## src/rtl/adc_seq_pkg.sv

```systemverilog
// Package: shared types and field positions for the ADC scan sequencer.
// Assumes an 8-bit control word; field positions are fixed by the bench contract.
package adc_seq_pkg;
    typedef enum logic [1:0] {
        SEQ_IDLE = 2'd0,
        SEQ_REQ  = 2'd1,
        SEQ_WAIT = 2'd2
    } seq_state_e;

    localparam int CFG_W      = 8;
    localparam int SEL_W      = 3;
    localparam int BIT_SCAN   = 3;
    localparam int BIT_TRIG   = 4;
    localparam int BIT_IDLRUN = 5;
    localparam int BIT_REFON  = 6;
endpackage

```

## src/rtl/adc_mode_reg.sv

```systemverilog
// Control word register with the legality decode of the channel code.
// Assumes: code values at or above NUM_CH are reserved; the top channel
// shares its pin with the trigger input.
module adc_mode_reg
    import adc_seq_pkg::*;
#(
    parameter int NUM_CH = 4
) (
    input  logic             clk,
    input  logic             rst_n,
    input  logic             we,
    input  logic [CFG_W-1:0] wdata,
    output logic [CFG_W-1:0] rdata,
    output logic [SEL_W-1:0] sel,
    output logic             scan_en,
    output logic             trig_en,
    output logic             idle_run,
    output logic             ref_on,
    output logic             code_bad
);
    localparam logic [SEL_W-1:0] FIRST_RSVD = SEL_W'(NUM_CH);
    localparam logic [SEL_W-1:0] SHARED_CH  = SEL_W'(NUM_CH - 1);
    localparam logic [CFG_W-1:0] WMASK      = CFG_W'((1 << (BIT_REFON + 1)) - 1);

    logic [CFG_W-1:0] cfg_q;

    // Hold the control word; unused upper bits are never stored.
    always_ff @(posedge clk) begin
        if (!rst_n)  cfg_q <= '0;
        else if (we) cfg_q <= wdata & WMASK;
    end

    // Split the stored word into fields and flag illegal codes.
    always_comb begin
        rdata    = cfg_q;
        sel      = cfg_q[SEL_W-1:0];
        scan_en  = cfg_q[BIT_SCAN];
        trig_en  = cfg_q[BIT_TRIG];
        idle_run = cfg_q[BIT_IDLRUN];
        ref_on   = cfg_q[BIT_REFON];
        code_bad = (sel >= FIRST_RSVD) || (trig_en && (sel == SHARED_CH));
    end


    // A write is visible on the read-back the next cycle.
    wr_readback_chk: assert property (@(posedge clk) disable iff (!rst_n)
        we |=> (rdata == ($past(wdata) & WMASK)));
endmodule

```

## src/rtl/adc_trig_sync.sv

```systemverilog
// Synchronizes the asynchronous trigger pin and detects its rising edge.
// Assumes the pin is stable for at least two clock cycles between edges.
module adc_trig_sync #(
    parameter int SYNC_STAGES = 2
) (
    input  logic clk,
    input  logic rst_n,
    input  logic pin,
    output logic rise
);
    logic [SYNC_STAGES:0] chain_q;

    // Shift the pin through the synchronizer plus one history flop.
    always_ff @(posedge clk) begin
        if (!rst_n) chain_q <= '0;
        else        chain_q <= {chain_q[SYNC_STAGES-1:0], pin};
    end

    // Rising edge on the synchronized pin.
    always_comb rise = chain_q[SYNC_STAGES-1] && !chain_q[SYNC_STAGES];


    // An edge is reported for a single cycle.
    rise_single_chk: assert property (@(posedge clk) disable iff (!rst_n)
        rise |=> !rise);
endmodule

```

## src/rtl/adc_seq_fsm.sv

```systemverilog
// Channel sequencer: issues one request per channel, waits for done,
// steps through a scan and aborts when the chip idles without run-in-idle.
// Assumes done arrives only after a request, and the config is stable while busy.
module adc_seq_fsm
    import adc_seq_pkg::*;
#(
    parameter int CH_W = 2
) (
    input  logic            clk,
    input  logic            rst_n,
    input  logic            go,
    input  logic            cfg_we,
    input  logic [CH_W-1:0] sel,
    input  logic            scan_en,
    input  logic            ref_on,
    input  logic            code_bad,
    input  logic            idle_run,
    input  logic            chip_idle,
    input  logic            conv_done,
    output logic [CH_W-1:0] ch,
    output logic            conv_req,
    output logic            busy,
    output logic            seq_done,
    output logic            rejected
);
    seq_state_e      state_q;
    logic [CH_W-1:0] ch_q, last_q;
    logic            done_q, rej_q, halt;

    // Conversion is stopped while the chip idles without run-in-idle.
    always_comb halt = chip_idle && !idle_run;

    // Sequencer state, channel counter, done pulse and refusal flag.
    always_ff @(posedge clk) begin
        if (!rst_n) begin
            state_q <= SEQ_IDLE;
            ch_q    <= '0;
            last_q  <= '0;
            done_q  <= 1'b0;
            rej_q   <= 1'b0;
        end else begin
            done_q <= 1'b0;
            if (cfg_we) rej_q <= 1'b0;
            case (state_q)
                SEQ_IDLE: begin
                    if (go && !halt && !code_bad) begin
                        if (!ref_on) begin
                            rej_q <= 1'b1;
                        end else begin
                            state_q <= SEQ_REQ;
                            ch_q    <= scan_en ? '0 : sel;
                            last_q  <= sel;
                            rej_q   <= 1'b0;
                        end
                    end
                end
                SEQ_REQ: begin
                    state_q <= halt ? SEQ_IDLE : SEQ_WAIT;
                end
                SEQ_WAIT: begin
                    if (halt) begin
                        state_q <= SEQ_IDLE;
                    end else if (conv_done) begin
                        if (ch_q == last_q) begin
                            state_q <= SEQ_IDLE;
                            done_q  <= 1'b1;
                        end else begin
                            ch_q    <= ch_q + 1'b1;
                            state_q <= SEQ_REQ;
                        end
                    end
                end
                default: state_q <= SEQ_IDLE;
            endcase
        end
    end

    // Drive outputs from state.
    always_comb begin
        ch       = ch_q;
        conv_req = (state_q == SEQ_REQ);
        busy     = (state_q != SEQ_IDLE);
        seq_done = done_q;
        rejected = rej_q;
    end


    // A request never lasts more than one cycle.
    req_pulse_chk: assert property (@(posedge clk) disable iff (!rst_n)
        conv_req |=> !conv_req);


    // No request is issued while the reference is off at launch.
    req_ref_chk: assert property (@(posedge clk) disable iff (!rst_n)
        (go && !busy && !ref_on) |=> !conv_req);


    // Sequence-done follows a done handshake and leaves the block idle.
    done_cause_chk: assert property (@(posedge clk) disable iff (!rst_n)
        seq_done |-> ($past(conv_done) && !busy));


    // The channel never passes the latched last channel.
    ch_bound_chk: assert property (@(posedge clk) disable iff (!rst_n)
        busy |-> (ch <= last_q));


    // A stop request while running returns the sequencer to idle.
    abort_chk: assert property (@(posedge clk) disable iff (!rst_n)
        (busy && halt) |=> (!busy && !seq_done));
endmodule

```

## src/rtl/adc_scan_seq.sv

```systemverilog
// Top of the ADC channel scan sequencer: control word, trigger synchronizer
// and channel sequencer. Assumes a single clock; trig_pin is asynchronous.
module adc_scan_seq
    import adc_seq_pkg::*;
#(
    parameter int NUM_CH      = 4,
    parameter int SYNC_STAGES = 2,
    localparam int CH_W       = $clog2(NUM_CH)
) (
    input  logic             clk,
    input  logic             rst_n,
    input  logic             cfg_we,
    input  logic [CFG_W-1:0] cfg_wdata,
    output logic [CFG_W-1:0] cfg_rdata,
    input  logic             sw_start,
    input  logic             trig_pin,
    input  logic             chip_idle,
    input  logic             conv_done,
    output logic [CH_W-1:0]  mux_ch,
    output logic             conv_req,
    output logic             busy,
    output logic             seq_done,
    output logic             err
);
    logic [SEL_W-1:0] sel;
    logic scan_en, trig_en, idle_run, ref_on, code_bad;
    logic trig_rise, go, rejected;

    adc_mode_reg #(.NUM_CH(NUM_CH)) u_reg (
        .clk(clk), .rst_n(rst_n), .we(cfg_we), .wdata(cfg_wdata),
        .rdata(cfg_rdata), .sel(sel), .scan_en(scan_en), .trig_en(trig_en),
        .idle_run(idle_run), .ref_on(ref_on), .code_bad(code_bad)
    );

    adc_trig_sync #(.SYNC_STAGES(SYNC_STAGES)) u_sync (
        .clk(clk), .rst_n(rst_n), .pin(trig_pin), .rise(trig_rise)
    );

    // Merge the software strobe with an enabled trigger edge.
    always_comb go = sw_start || (trig_en && trig_rise);

    adc_seq_fsm #(.CH_W(CH_W)) u_fsm (
        .clk(clk), .rst_n(rst_n), .go(go), .cfg_we(cfg_we),
        .sel(sel[CH_W-1:0]), .scan_en(scan_en), .ref_on(ref_on),
        .code_bad(code_bad), .idle_run(idle_run), .chip_idle(chip_idle),
        .conv_done(conv_done), .ch(mux_ch), .conv_req(conv_req),
        .busy(busy), .seq_done(seq_done), .rejected(rejected)
    );

    // Error output: illegal code now, or a refused start since the last write.
    always_comb err = code_bad || rejected;


    // No request starts from idle while the code is illegal.
    bad_code_chk: assert property (@(posedge clk) disable iff (!rst_n)
        (!busy && code_bad) |=> !conv_req);
endmodule

```

## config.mk

```make
export PLATFORM = sky130hd
export DESIGN_NAME = adc_scan_seq
export DESIGN_NICKNAME = d
export VERILOG_FILES = /design/src/rtl/adc_seq_pkg.sv /design/src/rtl/adc_mode_reg.sv /design/src/rtl/adc_trig_sync.sv /design/src/rtl/adc_seq_fsm.sv /design/src/rtl/adc_scan_seq.sv
export SDC_FILE = /design/constraint.sdc
export NUM_CORES = 1
export LEC_CHECK = 0
export BUFFER_PORTS_ARGS = -buffer_cell sky130_fd_sc_hd__buf_4
export CORE_MARGIN = 1
export CORE_UTILIZATION = 47
export CTS_CLUSTER_DIAMETER = 50
export DETAILED_ROUTE_END_ITERATION = 10
export GPL_ROUTABILITY_DRIVEN = 0
export HOLD_SLACK_MARGIN = 0.08
export PLACE_DENSITY = 0.76
export SYNTH_ARGS = -nofsm -noshare
export SYNTH_HDL_FRONTEND = slang
export SYNTH_SLANG_ARGS = --single-unit
```

## constraint.sdc

```tcl
create_clock -name clk -period 3.3 [get_ports clk]
set_clock_uncertainty 0.1 [all_clocks]
set_input_delay 0.495 -clock clk [delete_from_list [all_inputs] [get_ports clk]]
set_output_delay 0.495 -clock clk [all_outputs]
set_load 0.01 [all_outputs]
```

After elaboration in Yosys (flattened, before gate mapping)
Index checks and enable logic that the tools add are counted.
{"block": "word_totals", "register_bits": 18, "output_inout_bits": 14}
{"block": "classes", "n_addsub": 1, "order_cmp": 1, "eq_ne": 10, "mux": 19, "bitwise_logic": 3, "n_reduce_logical": 20}
{"cell": "2-to-1 mux 2 bit", "count": 11}
{"cell": "inequality test 2 bit (second input constant)", "count": 4}
{"cell": "logical AND 1 bit", "count": 6}
{"cell": "2-to-1 mux 1 bit", "count": 6}
{"cell": "case mux 2 bit (3 select lines)", "count": 1}
{"cell": "AND reduction 3 bit", "count": 2}
{"cell": "AND reduction 6 bit", "count": 1}
{"cell": "zero test 1 bit", "count": 4}
{"cell": "case mux 2 bit (2 select lines)", "count": 1}
{"cell": "nonzero test 2 bit", "count": 2}
{"cell": "OR reduction 4 bit", "count": 1}
{"cell": "== test 3 x 2 -> 1 bit (second input constant)", "count": 1}
{"cell": ">= comparator 3 bit (second input constant)", "count": 1}
{"cell": "logical OR 1 bit", "count": 3}
{"cell": "inequality test 3 x 2 -> 1 bit (second input constant)", "count": 1}
{"cell": "inverter 1 bit", "count": 3}
{"cell": "adder 2 x 1 -> 2 bit (second input constant)", "count": 1}
{"cell": "== test 2 x 1 -> 1 bit (second input constant)", "count": 1}
{"cell": "== test 2 bit", "count": 1}
{"cell": "== test 2 bit (second input constant)", "count": 1}
{"cell": "zero test 2 bit", "count": 1}
{"cell": "inequality test 2 x 1 -> 1 bit (second input constant)", "count": 1}

Longest topological paths before layout
Gate-level depths: netlist (run 1).
{"block": "depth", "depth_word": 8, "depth_mapped": 5, "mapped_depth_nobuf": 5}

Hierarchy
A second synthesis (run 1) with hierarchy kept.
{"block": "hier_totals", "hier_cells": 92, "hier_area_um2": 917.1}
{"mod": "adc_seq_fsm", "n_inst": 1, "cells_each": 51, "area_per_inst_um2": 473.0, "seq_area_each_um2": 160.2}
{"mod": "adc_mode_reg", "n_inst": 1, "cells_each": 32, "area_per_inst_um2": 337.8, "seq_area_each_um2": 140.1}
{"mod": "adc_trig_sync", "n_inst": 1, "cells_each": 7, "area_per_inst_um2": 92.6, "seq_area_each_um2": 60.1}
{"mod": "adc_scan_seq", "n_inst": 1, "cells_each": 2, "area_per_inst_um2": 13.8, "seq_area_each_um2": 0.0}

Least setup slack after synthesis (run 1)
Ideal clock, no wire load.
{"block": "synth_timing", "kind": "input -> register", "startpoint": "input sw_start", "endpoint": "register u_fsm.ch_q[0] (netlist: u_fsm.ch[0])", "arrival_ps": 1476, "required_ps": 3130, "path_slack_ps": 1654, "path_stages": 5, "path_cell_list": "or2_2 o2111a_2 a32oi_2 or4_1 a21boi_1"}
{"block": "synth_between", "elab_chain_len": 5}
{"element": "start: declaration", "line_no": "adc_scan_seq.sv:15", "source": "input logic sw_start,"}
{"element": "logical OR 1 bit", "line_no": "adc_scan_seq.sv:40", "source": "always_comb go = sw_start || (trig_en && trig_rise);"}
{"element": "logical AND 1 bit (2 in series)", "line_no": "adc_seq_fsm.sv:46", "source": "if (go && !halt && !code_bad) begin"}
{"element": "inequality test 2 x 1 -> 1 bit (no source line)"}
{"element": "AND reduction 6 bit (no source line)"}
{"element": "end signal: assignment", "line_no": "adc_seq_fsm.sv:51", "source": "ch_q <= scan_en ? '0 : sel;"}
{"element": "end signal: assignment", "line_no": "adc_seq_fsm.sv:68", "source": "ch_q <= ch_q + 1'b1;"}
{"element": "end: declaration", "line_no": "adc_seq_fsm.sv:27", "source": "logic [CH_W-1:0] ch_q, last_q;"}
Every way passes these cells.
A chain may end at the register's enable or synchronous reset.

Final worst setup path (run 1)
{"block": "layout_timing", "startpoint": "register u_reg.cfg_q[0] (netlist: u_reg.rdata[0])", "endpoint": "output err"}
{"block": "layout_between", "elab_chain_len": 4, "word_cells_on_any_way": 5, "classes_between": "order compare: 1; eq/ne: 1; reduce/logical: 3"}
{"element": "start: declaration", "line_no": "adc_mode_reg.sv:25", "source": "logic [CFG_W-1:0] cfg_q;"}
{"element": "start signal: assignment", "line_no": "adc_mode_reg.sv:30", "source": "else if (we) cfg_q <= wdata & WMASK;"}
{"element": "parallel branches: the longest is 2 deep, another holds >= comparator 3 bit"}
{"element": "logical OR 1 bit *", "line_no": "adc_mode_reg.sv:41", "source": "code_bad = (sel >= FIRST_RSVD) || (trig_en && (sel == SHARED_CH));"}
{"element": "logical OR 1 bit *", "line_no": "adc_scan_seq.sv:51", "source": "always_comb err = code_bad || rejected;"}
{"element": "end: declaration", "line_no": "adc_scan_seq.sv:23", "source": "output logic err"}
Every way passes the cells marked *.

==> flow_metrics.tcl, run 1 <==
set metrics [dict create \
    synth_top_family_by_area "simple AND/OR/NAND/NOR gates" \
    cpMaxStageDelayCell "a31oi_1" \
    end_kind "output port" \
    crit_required_ns 2.70 \
    dp_hpwl_um 1164 \
    worstHoldPathType "in -> reg" \
    placementRows 15 \
    fmaxAchievable_ghz 0.4858 \
    synth-compound-area-share_pct 11.73 \
    diodes 0 \
    antenna_found_initial 0 \
    drt_iter0_markers 3 \
    die-area_um2 1990 \
    synth_cells 89 \
    clock_path_buffers 2 \
    slew_viol_final 0 \
    finalCriticalPeriod_ns 2.059 \
    cts_setup_buffers 0 \
    setup_viol 0 \
    via_count 670 \
    mostFrequentLayoutCells "buf_4, dfxtp_1, nor2b_1" \
    worst_hold_slack_ns 0.2996 \
    die_w_um 44.61 \
    yosys_register_bits 18 \
    crit_type "reg -> out" \
    synth_area_um2 853.3 \
    synthesis.nets 104 \
    clk_latency_ns 0.30 \
    cts_buffers 3 \
    yosys.area_share.simple_pct 25.95 \
    yosys_warnings 0 \
    tns_ns 0 \
    max_stage_delay_ns 0.38 \
    syn_avg_cell_area_um2 9.588 \
    ff_latch_area_um2 360.3 \
    synthAdderAreaFrac_pct 0 \
    fin_crit_sh_pct 62.38 \
    antenna_left 0 \
    clk_pin_slew_worst_paths_ns 0.10 \
    hold_buffers 0 \
    synthMuxAreaShare_pct 10.56 \
    synthXorXnorAreaFrac_pct 2.053 \
    totalWireLength_um 1605 \
    finalPower_w 0.0004034 \
    grt_max_degree 18 \
    setup.worst_path.start_class "flip-flop" \
    crit_chain "a31oi_1 -> or2b_1 -> buf_4" \
    grt_pass1_vias 570 \
    overflow 0 \
    pwr_density_cell_nw_per_um2 381.6 \
    leakage_nw 0.4870 \
    fillCellCount 161 \
    rsz0062_at_grt "no" \
    avgRoutedWirePerCell_um 11.80 \
    ioPinCount 29 \
    portBuffers 26 \
    clkSinkCount 18 \
    cap_violations 0 \
    finalHoldViolations 0 \
    synthTopCellsByArea "dfxtp_1, mux2i_1, nor2b_1" \
    dr.pass1.iters 4 \
    start_util_pct 49.96 \
    die_h_um 44.61 \
    grt_usage_pct 18.58 \
    layout.nets 128 \
    syn2layout_area_growth_pct 23.90 \
    drive_gt1_share_pct 34.23 \
    cts_root_buf "clkbuf_4" \
    final_util_pct 61.90 \
    grt_pass1_wl_um 2580 \
    yosysTopAreaCellShare_pct 42.23 \
    arrival_ns 1.46 \
    outcome "finished, final reports clean" \
    postCtsResizedCells 0 \
    fin_ws_ns 1.241 \
    cp_max_fo 6 \
    h-tree-depth 1 \
    multiInputGateArea_um2 432.9 \
    final_common_cell "buf_4" \
    ir_drop_mv 0.2684 \
    synth_top_area_cell "dfxtp_1" \
    place_ws_ns 1.452 \
    drc_errors 0 \
    viasPerCell 4.926 \
    core_um2 1708 \
    synth_cell_type_count 32 \
    ys_seq_area_share_pct 42.23 \
    cts_tree "yes" \
]
## metal layers
| metal | GRT usage (%) | vias up | wire length, um |
|---|---|---|---|
| met1 | 22.06 | 312 | 762 |
| met5 | 0 | - | 0 |
| met2 | 28.24 | 14 | 737 |
| met4 | 12.73 | 0 | 53 |
| met3 | 6.122 | 5 | 52 |
| li1 | - | 339 | - |
## layout make-up
class	count	share of cell area (%)
multi-input combinational	60	40.95
sequential	18	34.08
timing repair buffer	26	18.46
tap	25	2.959
clock buffer	3	2.130
inverter	4	1.420
## registers in the layout (all words and copies together), names as in the netlist
| register | cells |
|---|---|
| u_fsm.ch | 2 |
| u_fsm.last_q | 2 |
| u_fsm.rejected | 1 |
| u_fsm.seq_done | 1 |
| u_fsm.state_q | 2 |
| u_reg.rdata | 7 |
| u_sync.chain_q | 3 |
## cell usage after synthesis (all sizes together)
master / number
clkbuf: 2
conb: 1
and2: 4
a31oi: 2
o2111a: 1
and2b: 2
o21a: 2
nor2b: 11
a21boi: 1
nor2: 6
o31a: 1
or2: 1
nand3: 1
dfxtp: 18
nor3b: 1
or2b: 1
a32oi: 2
buf: 5
inv: 4
xnor2: 2
and3b: 1
mux2i: 9
a21oi: 2
nand2: 4
or4: 1
nand2b: 1
nor3: 2
o31ai: 1
## final timing paths
check,from,endpoint,slack [ns],cells past startpoint
worst min-delay path,trig_pin,u_sync.chain_q[0],0.30,2
worst max register to register,u_reg.rdata[0],u_fsm.ch[0],1.59,4
worst min register to register,u_sync.chain_q[0],u_sync.chain_q[1],0.35,1
worst max-delay path,u_reg.rdata[0],err,1.24,3
## worst max-delay path: cells and delay by family (launching register included)
kind	cells	cell delay, ns
simple gates	1	0.27
flops	1	0.37
compound gates	1	0.38
buf+inv	1	0.14
## per-stage QoR
step	area [um2]	std cells
2_1_floorplan	853.3	89
6_report	1057	136
5_1_grt	1057	136
3_3_place_gp	1035	133
4_1_cts	1057	136
3_5_place_dp	1035	133
## power by group
| group | leakage (nW) | internal [W] | switching (W) | total (W) |
|---|---|---|---|---|
| logic | 0.326 | 0.0000340 | 0.0000260 | 0.0000600 |
| registers | 0.147 | 0.000225 | 0.00000708 | 0.000232 |
| clock network | 0.0138 | 0.0000426 | 0.0000689 | 0.000112 |
| total | 0.487 | 0.000301 | 0.000102 | 0.000403 |
## logic make-up (layout without fill, tap and decap cells)
family,Yosys count,after routing
xor+xnor,2,2
mux,9,9
buf+inv,11,33
other cells,1,1
flops,18,18
compound gates,12,12
simple gates,36,36
Power figures use the tool's default switching activity.
==> run 2, diff against run 1 <==
--- a/config.mk
+++ b/config.mk
@@ -7,12 +7,12 @@
 export LEC_CHECK = 0
 export BUFFER_PORTS_ARGS = -buffer_cell sky130_fd_sc_hd__buf_4
 export CORE_MARGIN = 1
-export CORE_UTILIZATION = 47
+export CORE_UTILIZATION = 43
 export CTS_CLUSTER_DIAMETER = 50
 export DETAILED_ROUTE_END_ITERATION = 10
 export GPL_ROUTABILITY_DRIVEN = 0
 export HOLD_SLACK_MARGIN = 0.08
-export PLACE_DENSITY = 0.76
+export PLACE_DENSITY = 0.74
 export SYNTH_ARGS = -nofsm -noshare
 export SYNTH_HDL_FRONTEND = slang
 export SYNTH_SLANG_ARGS = --single-unit
==> constraint.sdc (replaced) <==
create_clock -name clk -period 1.8 [get_ports clk]
set_clock_uncertainty 0.1 [all_clocks]
set_input_delay 0.27 -clock clk [delete_from_list [all_inputs] [get_ports clk]]
set_output_delay 0.27 -clock clk [all_outputs]
set_load 0.01 [all_outputs]
==> run 2 against run 1 <==
Net effect: routed wire length rose by 2.4%; critical path depth rose by 1; combinational power rose by 95%; sequential share of layout area fell by 1.3 points; register-to-register slack got worse by 1.5 ns; sequential power rose by 84%; critical endpoint unchanged.
==> flow_metrics.tcl, run 2 (synthesis results as in run 1) <==
set metrics [dict create \
    placementRows 15 \
    worstHoldPathType "in -> reg" \
    slew_viol_final 0 \
    min_from "conv_done" \
    crit_family "flip-flops" \
    cp_max_fo 5 \
    ir_drop_mv 0.4392 \
    critPathMostFrequentCell "buf_4" \
    antenna_left 0 \
    crit_chain "a31oi_2 -> buf_4 -> or2b_1 -> buf_4" \
    core_um2 1802 \
    power_frac_comb_pct 14.8 \
    cpMaxStageDelayCell "dfxtp_1" \
    drc_errors 0 \
    arrival_ns 1.37 \
    drive_gt1_share_pct 37.39 \
    end_kind "output port" \
    reg2reg_from "u_reg.rdata[5]" \
    cts_setup_buffers 0 \
    start_util_pct 47.36 \
    cts_tree "yes" \
    grt_max_degree 18 \
    worst_hold_slack_ns 0.1072 \
    swShare_pct 24.07 \
    crit_required_ns 1.43 \
    p_int_w 0.0006031 \
    crit_type "reg -> out" \
    clk_pin_slew_worst_paths_ns 0.10 \
    clkSinkCount 18 \
    die_h_um 46.55 \
    dp_hpwl_um 1222 \
    grt_pass1_wl_um 2484 \
    die-area_um2 2166 \
    fmaxAchievable_ghz 0.5748 \
    largest_reg_flops 7 \
    leakage_nw 0.5088 \
    portBuffers 26 \
    multiInputGateArea_um2 439.2 \
    totalWireLength_um 1643 \
    via_count 692 \
    dr.pass1.iters 4 \
    antenna_found_initial 0 \
    seq_power_share_pct 53.6 \
    clk_latency_ns 0.29 \
    path_buf_inv 2 \
    fillCellCount 184 \
    outcome "finished, final reports clean" \
    ioPinCount 29 \
    fin_crit_sh_pct 96.65 \
    whs_path_depth 3 \
    diodes 0 \
    setup.worst_path.start_class "flip-flop" \
    max_stage_delay_ns 0.38 \
    drt_iter0_markers 6 \
    place_area_um2 1050 \
    reg2reg_to "u_fsm.ch[0]" \
    ff_latch_area_um2 361.6 \
    layout.nets 131 \
    rsz0062_at_grt "no" \
    overflow 0 \
    viasPerCell 4.943 \
    h-tree-depth 1 \
    hold_end "u_fsm.seq_done" \
    reg2reg_depth 5 \
    p_sw_w 0.0001911 \
    finalCriticalPeriod_ns 1.740 \
    tns_ns 0 \
    r2r_slack_ns 0.14 \
    design_area_um2 1104 \
    cts_buffers 3 \
    avgRoutedWirePerCell_um 11.74 \
    setup_viol 0 \
    mostFrequentLayoutCells "buf_4, dfxtp_1, nor2b_1" \
    clock_path_buffers 2 \
    die_w_um 46.55 \
    pwr_density_cell_nw_per_um2 719.7 \
    syn2layout_area_growth_pct 29.33 \
    finalHoldViolations 0 \
    pwr-share-clk_pct 31.6 \
    grt_pass1_vias 603 \
    final_common_cell "buf_4" \
    grt_usage_pct 16.67 \
    cap_violations 0 \
    cts_root_buf "clkbuf_4" \
]
## run 2: timing repair
action / in CTS / in global routing
resized for setup: 1 / 1
hold buffers: 1 / 0
pin swaps: 0 / 1
endpoints found under the setup margin: 1 / 1
hold endpoints to repair: 1 / 0
## run 2: area by class of cell
type	count	share of cell area, %
inverter	4	1.361
clock buffer	4	3.288
multi-input combinational	60	39.80
tap	25	2.834
timing repair buffer	29	19.95
sequential	18	32.77
## run 2: stage by stage
stage | setup slack, ns | util, % | total power (W) | instances
4_1_cts | 0.01661 | 61.18 | 0.0008033 | 140
2_1_floorplan | 0.2419 | - | 0.0005001 | 89
3_3_place_gp | 0.1946 | 58.26 | 0.0005460 | 135
5_1_grt | 0.009997 | 61.25 | 0.0008230 | 140
6_report | 0.06037 | 61.25 | 0.0007942 | 140
3_5_place_dp | 0.1722 | 58.26 | 0.0005495 | 135
## run 2: layer usage
| layer | vias to the layer above | routed length, um | global-route usage, % |
|---|---|---|---|
| li1 | 344 | - | - |
| met1 | 322 | 711 | 19.19 |
| met2 | 24 | 838 | 29.17 |
| met3 | 2 | 79 | 2.353 |
| met4 | 0 | 13 | 8.824 |
| met5 | - | 0 | 0 |
## run 2: power by group through the flow
stage / Combinational [W] / Sequential, W / Clock (W)
after floorplan: 0.0000676 / 0.000433 / 0
after global placement: 0.000113 / 0.000433 / 0
after detailed placement: 0.000116 / 0.000433 / 0
after CTS: 0.000118 / 0.000425 / 0.000260
after global routing: 0.000127 / 0.000428 / 0.000268
final: 0.000117 / 0.000426 / 0.000251
## run 2: worst reg2reg max path: cells and delay by family (launching register included)
kind | cells | cell delay [ns]
and+or+nand+nor | 2 | 0.69
DFF | 1 | 0.37
AOI/OAI and AO/OA | 3 | 0.45
## run 2: worst max-delay path by stage
stage,from,to,slack [ns],cells after the start
after global placement,u_reg.rdata[4],u_fsm.ch[0],0.19,5
after floorplan,u_reg.rdata[0],u_fsm.ch[0],0.24,4
after global routing,u_reg.rdata[1],err,0.01,4
final,u_reg.rdata[1],err,0.06,4
after detailed placement,u_reg.rdata[4],u_fsm.ch[0],0.17,5
after CTS,u_reg.rdata[4],err,0.02,4
